### src/rtl/cq_pkg.sv
package cq_pkg;

    typedef enum logic {
        RD_IDLE  = 1'b0,
        RD_DRAIN = 1'b1
    } rd_state_e;

    // Elaboration-time reciprocal of a quantizer step; a zero step acts as 1.
    function automatic int unsigned cq_recip(input int unsigned step, input int unsigned frac_w);
        int unsigned s;
        s = (step == 0) ? 1 : step;
        return (32'd1 << frac_w) / s;
    endfunction

endpackage

### src/rtl/cq_recip_mul.sv
module cq_recip_mul #(
    parameter int unsigned COEF_W = 12,
    parameter int unsigned FRAC_W = 12
) (
    input  logic signed [COEF_W-1:0] coef,
    input  logic        [FRAC_W:0]   rcp,
    output logic signed [COEF_W-1:0] qout
);
    localparam int unsigned PROD_W = COEF_W + FRAC_W + 2;
    localparam logic [PROD_W-1:0] HALF = PROD_W'(1) << (FRAC_W - 1);

    logic              neg;
    logic [COEF_W-1:0] mag;
    logic [PROD_W-1:0] prod;
    logic [COEF_W-1:0] mag_q;

    always_comb begin
        neg   = coef[COEF_W-1];
        mag   = neg ? (~coef + COEF_W'(1)) : coef;
        prod  = PROD_W'(mag) * PROD_W'(rcp);
        mag_q = COEF_W'((prod + HALF) >> FRAC_W);
        qout  = neg ? -$signed(mag_q) : $signed(mag_q);
    end

endmodule

### src/rtl/cq_wr_ctrl.sv
module cq_wr_ctrl #(
    parameter int unsigned IDX_W = 6
) (
    input  logic             clk,
    input  logic             rst_n,
    input  logic             in_valid,
    input  logic             in_first,
    output logic [IDX_W-1:0] wr_pos,
    output logic             wr_bank,
    output logic             blk_rdy,
    output logic             rdy_bank
);
    logic [IDX_W-1:0] cnt;

    assign wr_pos = in_first ? '0 : cnt;

    always_ff @(posedge clk) begin
        if (!rst_n) begin
            cnt      <= '0;
            wr_bank  <= 1'b0;
            blk_rdy  <= 1'b0;
            rdy_bank <= 1'b0;
        end else begin
            blk_rdy <= 1'b0;
            if (in_valid) begin
                cnt <= wr_pos + IDX_W'(1);
                if (&wr_pos) begin
                    wr_bank  <= ~wr_bank;
                    blk_rdy  <= 1'b1;
                    rdy_bank <= wr_bank;
                end
            end
        end
    end

endmodule

### src/rtl/cq_pingpong.sv
module cq_pingpong #(
    parameter int unsigned IDX_W  = 6,
    parameter int unsigned DATA_W = 12
) (
    input  logic              clk,
    input  logic              we,
    input  logic              wbank,
    input  logic [IDX_W-1:0]  widx,
    input  logic [DATA_W-1:0] wdata,
    input  logic              rbank,
    input  logic [IDX_W-1:0]  ridx,
    output logic [DATA_W-1:0] rdata
);
    localparam int unsigned ENT = 1 << IDX_W;

    logic [DATA_W-1:0] mem [2][ENT];

    always_ff @(posedge clk) begin
        if (we) begin
            mem[wbank][widx] <= wdata;
        end
    end

    assign rdata = mem[rbank][ridx];

endmodule

### src/rtl/cq_rd_fsm.sv
module cq_rd_fsm
    import cq_pkg::*;
#(
    parameter int unsigned SIDE_LG = 3,
    parameter int unsigned DATA_W  = 12
) (
    input  logic                       clk,
    input  logic                       rst_n,
    input  logic                       blk_rdy,
    input  logic                       rdy_bank,
    output logic                       rd_bank,
    output logic [2*SIDE_LG-1:0]       rd_addr,
    input  logic [DATA_W-1:0]          rd_data,
    output logic                       out_valid,
    output logic                       out_first,
    output logic signed [DATA_W-1:0]   out_coef
);
    localparam int unsigned IDX_W = 2 * SIDE_LG;

    rd_state_e        state, nxt;
    logic [IDX_W-1:0] rd_idx;
    logic             last, load;

    // Output k reads source position (k mod side) * side + k / side.
    assign rd_addr = {rd_idx[SIDE_LG-1:0], rd_idx[IDX_W-1:SIDE_LG]};
    assign last    = (state == RD_DRAIN) && (&rd_idx);
    assign load    = blk_rdy && ((state == RD_IDLE) || last);

    always_ff @(posedge clk) begin
        if (!rst_n) begin
            state <= RD_IDLE;
        end else begin
            state <= nxt;
        end
    end

    always_comb begin
        nxt = state;
        unique case (state)
            RD_IDLE:  if (blk_rdy)            nxt = RD_DRAIN;
            RD_DRAIN: if (last && !blk_rdy)   nxt = RD_IDLE;
            default:                          nxt = RD_IDLE;
        endcase
    end

    always_ff @(posedge clk) begin
        if (!rst_n) begin
            out_valid <= 1'b0;
            out_first <= 1'b0;
            out_coef  <= '0;
            rd_idx    <= '0;
            rd_bank   <= 1'b0;
        end else begin
            out_valid <= (state == RD_DRAIN);
            out_first <= (state == RD_DRAIN) && (rd_idx == '0);
            if (state == RD_DRAIN) begin
                out_coef <= $signed(rd_data);
            end
            if (load) begin
                rd_idx  <= '0;
                rd_bank <= rdy_bank;
            end else if (state == RD_DRAIN) begin
                rd_idx  <= rd_idx + IDX_W'(1);
            end
        end
    end

endmodule

### src/rtl/coef_quantizer_xpose.sv
module coef_quantizer_xpose
    import cq_pkg::*;
#(
    parameter int unsigned COEF_W  = 12,
    parameter int unsigned SIDE_LG = 3,
    parameter int unsigned FRAC_W  = 12,
    parameter int unsigned QSTEP_W = 8,
    parameter logic [(1 << (2*SIDE_LG))*QSTEP_W-1:0] QTAB = {(1 << (2*SIDE_LG)){QSTEP_W'(1)}}
) (
    input  logic                     clk,
    input  logic                     rst_n,
    input  logic                     in_valid,
    input  logic                     in_first,
    input  logic signed [COEF_W-1:0] in_coef,
    output logic                     out_valid,
    output logic                     out_first,
    output logic signed [COEF_W-1:0] out_coef
);
    localparam int unsigned IDX_W = 2 * SIDE_LG;
    localparam int unsigned ENT   = 1 << IDX_W;
    localparam int unsigned RCP_W = FRAC_W + 1;

    logic [RCP_W-1:0]         rtab [ENT];
    logic [IDX_W-1:0]         wr_pos;
    logic                     wr_bank, blk_rdy, rdy_bank, rd_bank;
    logic [IDX_W-1:0]         rd_addr;
    logic [COEF_W-1:0]        rd_data;
    logic signed [COEF_W-1:0] q_val;

    for (genvar g = 0; g < ENT; g++) begin : g_rcp
        localparam int unsigned STEP = int'(QTAB[g*QSTEP_W +: QSTEP_W]);
        assign rtab[g] = RCP_W'(cq_recip(STEP, FRAC_W));
    end

    cq_wr_ctrl #(.IDX_W(IDX_W)) u_wr (
        .clk      (clk),
        .rst_n    (rst_n),
        .in_valid (in_valid),
        .in_first (in_first),
        .wr_pos   (wr_pos),
        .wr_bank  (wr_bank),
        .blk_rdy  (blk_rdy),
        .rdy_bank (rdy_bank)
    );

    cq_recip_mul #(.COEF_W(COEF_W), .FRAC_W(FRAC_W)) u_mul (
        .coef (in_coef),
        .rcp  (rtab[wr_pos]),
        .qout (q_val)
    );

    cq_pingpong #(.IDX_W(IDX_W), .DATA_W(COEF_W)) u_buf (
        .clk   (clk),
        .we    (in_valid),
        .wbank (wr_bank),
        .widx  (wr_pos),
        .wdata (q_val),
        .rbank (rd_bank),
        .ridx  (rd_addr),
        .rdata (rd_data)
    );

    cq_rd_fsm #(.SIDE_LG(SIDE_LG), .DATA_W(COEF_W)) u_rd (
        .clk       (clk),
        .rst_n     (rst_n),
        .blk_rdy   (blk_rdy),
        .rdy_bank  (rdy_bank),
        .rd_bank   (rd_bank),
        .rd_addr   (rd_addr),
        .rd_data   (rd_data),
        .out_valid (out_valid),
        .out_first (out_first),
        .out_coef  (out_coef)
    );

endmodule

### config.mk
export PLATFORM = sky130hd
export DESIGN_NAME = coef_quantizer_xpose
export DESIGN_NICKNAME = d
export VERILOG_FILES = /design/src/rtl/cq_pkg.sv /design/src/rtl/cq_recip_mul.sv /design/src/rtl/cq_wr_ctrl.sv /design/src/rtl/cq_pingpong.sv /design/src/rtl/cq_rd_fsm.sv /design/src/rtl/coef_quantizer_xpose.sv
export SDC_FILE = /design/constraint.sdc
export NUM_CORES = 1
export LEC_CHECK = 0
export BUFFER_PORTS_ARGS = -buffer_cell sky130_fd_sc_hd__buf_2
export CORE_MARGIN = 2
export CORE_UTILIZATION = 50
export CTS_CLUSTER_SIZE = 16
export DETAILED_ROUTE_END_ITERATION = 10
export PLACE_DENSITY = 0.62
export REMOVE_ABC_BUFFERS = 1
export SLEW_MARGIN = 15
export SYNTH_ARGS = -nofsm -noshare
export SYNTH_HDL_FRONTEND = slang
export SYNTH_SLANG_ARGS = --single-unit
### constraint.sdc
create_clock -name clk -period 10 [get_ports clk]
set_input_delay 1.5 -clock clk [delete_from_list [all_inputs] [get_ports clk]]
set_output_delay 1.5 -clock clk [all_outputs]
set_load 0.05 [all_outputs]
==> results.md <==
- FF+latch count, synth: 1568
- CP arrival: 5.94 ns
- Max Cap Viol: 0
- DR vias: 31017
- Post-Syn Area per Cell: 19.8 µm²
- Drt pass-1 iters: 6
- Max-slew headroom: 16.2%
- Starting DRT DRC Count: 3233
- Post-CTS Resized: 0
- Post-DR vias/cell: 6.18
- Pre-CTS setup slack: 3.73 ns
- Slowest CP cell: nor2_4
- Tmin final: 5.52 ns
- GR Util All Layers: 23.5%
- Worst slew pin tran: 1.25 ns
- DRC Markers: 0
- Worst Setup Start Kind: primary input
- Final ANT Viol Nets: 0
- Postcts setup bufs: 0
- Setup crit end kind: flip-flop
- Clock skew: 0.0232 ns
- Max incr delay on CP: 0.88 ns
- Top Family by Delay on Critical Path: simple AND/OR/NAND/NOR gates
- Drt wl/cell: 29.1 µm
- Sequential cell area: 0.0468 mm²
- Layout net count: 3281
- Reg-to-Reg End: u_rd.out_coef[2]$_SDFFE_PN0P_
- Class of the worst hold path: flip-flop to flip-flop
- Die ar.: 0.125 mm²
- Yosys cell types: 50
- Clock Latency Late Sink: 0.76 ns
- Total CTS buffers: 158
- Area of the multi-input gates: 0.0136 mm²
- Yosys top cell area share: 75.6%
- Post-DP HPWL: 85300 µm
- Die height: 353 µm
- Congestion Overflow GR: 0
- Worst-path fanout max: 81
- Hold_ws: 0.514 ns
- Ys flop type: edfxtp_1
- Final setup viols: 0
- Crit path to: u_buf.mem[1][671]$_DFFE_PP_
- Mapped Area: 0.0610 mm²
- Syn Inst Count: 3089
- Initial core utilization: 50.3%
- Initial antenna violation count: 2
- Max VDD drop: 0.156 mV
- RSZ-0062 raised after global routing: false
- Crit-path cells: buf_4, inv_1, ha_1, nor4b_1, o21ai_0, nor3_1, nand4_1, xor2_1, nor2_4, buf_4
- First-pass GRT wire length: 213000 µm
- CTS Buffer Depth: 3
- CP Buf/Inv Count: 3
- Fmax: 181 MHz
- Max-slew violations: 0
- CP most frequent cell: buf_4
- Synth area leaders: edfxtp_1 76%, mux4_2 9.7%, mux2i_1 5.2%
- Fin util: 56.8%
- Sequential-to-total area share from yosys stat: 76.6%
- Synth area leader: edfxtp_1
- Critical path type: primary input to flip-flop
- Fin worst setup slack: 4.48 ns
- CORE AREA: 0.121 mm²
- Worst-case reg-to-reg path depth: 6
- Filler cells: 9115
- Hold-fix buffers, CTS: 0
- Post-synth ARST share: 0%
- Clk slew on worst S/H paths: 0.06 ns
- R2r setup slk: 5.85 ns
- Synth Warn #: 0
- Commonest cells post-synth: 1536 x edfxtp_1, 316 x mux2i_1, 264 x mux4_2
- CP Data Required Time: 10.42 ns
- H-tree lvl count: 4
- Power per cell area: 194 mW/mm²
- Total wire length: 146000 µm
- Pin count of the biggest net entering global routing: 129
- Clock sink count: 1568
- Most frequent cell after synthesis: edfxtp_1
- Row count: 128
- Share of cells above drive strength 1: 21.4%
- GP Congestion: 0.855
- Fin. Hold Viols: 0
- Number of port buffers: 29
- Synth-to-layout area growth: 13.0%
- Status: completed
- Number of synthesized flops with an enable pin: 1536
- Vias in the first global route: 30968
- Origin of the worst setup path: in_coef[0]
- Leak Pwr: 20.6 nW
- Boundary Pins: 30
- CTS tree: done
- Levels on crit path: 10
- Root buffer cell: clkbuf_16
- Final period util: 55.2%
- Die Wd: 353 µm
[worst min-delay path: cells and delay by family (launching register included)]
family / cells / cell delay [ns]
buffers and inverters: 1 / 0.05
DFF: 1 / 0.33
AOI/OAI and AO/OA: 1 / 0.07
[layout by cell type, fill, tap and decap left out, types with 5 or more instances in the layout]
cell        Yosys  layout
edfxtp_1     1536    1536
mux2i_1       316     316
mux4_2        264     264
clkbuf_16       0     164
buf_4          13     163
nor2_1        167     154
o22ai_1       122     122
a211oi_1       84      84
nor3_1         51      49
a22oi_1        48      48
o21ai_0        46      45
a21oi_1        44      43
nand2_1        38      37
clkinv_1        0      36
clkbuf_1      103      35
buf_2          62      28
dfxtp_1        32      28
clkinv_2        0      23
inv_1          17      17
a31oi_1        15      15
o31ai_1        13      13
nand3_1        12      12
nor2_2          0      11
nor2b_1        10      10
bufinv_16       0      10
xor2_1         12       9
and2_1          6       6
xnor2_1        12       6
xnor2_2         0       6
clkinvlp_4      0       6
ha_1            5       5
buf_12          0       5
[where the power goes]
group          total [mW]  internal [mW]  switching [mW]
registers            7.36           7.35         0.00282
clock network        5.71           3.29            2.42
logic               0.320         0.0390           0.281
total                13.4           10.7            2.70
[registers in the layout, indices dropped and copies added, names as in the netlist, 6 cells and up, named ones only]
register / flops
u_buf.mem: 1536
u_wr.cnt: 6
u_rd.out_coef: 12
u_rd.rd_idx: 6
[layer usage]
layer / vias up / track usage [%] / part of all wire [%] / wire length, µm
met3: 217 / 3.58 / 7.3 / 10600
met2: 1298 / 37.2 / 48 / 70300
met1: 16434 / 34.4 / 42 / 61700
li1: 13068 / - / - / -
met4: 0 / 6.10 / 2.2 / 3230
met5: - / 0 / 0 / 0
[final cells by class]
cell class                      count  share of cell area, %
Inverter                           17                 0.0925
Multi-Input combinational cell   1317                   19.7
Antenna cell                        1                0.00363
Clock inverter                     87                   1.11
Sequential cell                  1568                   67.8
Clock buffer                      202                   6.20
Timing Repair Buffer              198                   2.16
Tap cell                         1625                   2.95
[how the worst min path moves through the flow]
| stage | start | endpoint | depth (start not counted) |
|---|---|---|---|
| after floorplan | u_wr.blk_rdy$_SDFF_PN0_ | u_rd.state$_SDFF_PN0_ | 2 |
| after global placement | u_wr.blk_rdy$_SDFF_PN0_ | u_rd.state$_SDFF_PN0_ | 2 |
| after detailed placement | u_wr.blk_rdy$_SDFF_PN0_ | u_rd.state$_SDFF_PN0_ | 2 |
| after CTS | u_wr.blk_rdy$_SDFF_PN0_ | u_rd.state$_SDFF_PN0_ | 2 |
| after global routing | u_wr.blk_rdy$_SDFF_PN0_ | u_rd.state$_SDFF_PN0_ | 2 |
| final | u_wr.blk_rdy$_SDFF_PN0_ | u_rd.state$_SDFF_PN0_ | 2 |
[through the flow]
stage / instances / setup TNS (ns) / instance area [µm²] / power, mW
finish: 5015 / 0 / 69000 / 13.4
global route: 5014 / 0 / 69000 / 13.8
global placement: 4724 / 0 / 63900 / 7.79
detailed placement: 4724 / 0 / 63900 / 7.82
CTS: 5013 / 0 / 68900 / 13.5
floorplan: 2902 / -129.83 / 60200 / 7.67
[cell families (layout without fill, tap and decap cells)]
kind of cell / after synthesis / count (layout) / synth area share (%)
compound gates: 390 / 390 / 4.20
other cells: 0 / 1 / 0
xor+xnor: 24 / 24 / 0.344
simple gates: 318 / 318 / 2.33
buf+inv: 204 / 504 / 1.46
fa+ha+maj: 5 / 5 / 0.103
flops: 1568 / 1568 / 76.6
mux: 580 / 580 / 14.9
(Power assumes the default switching activity.)
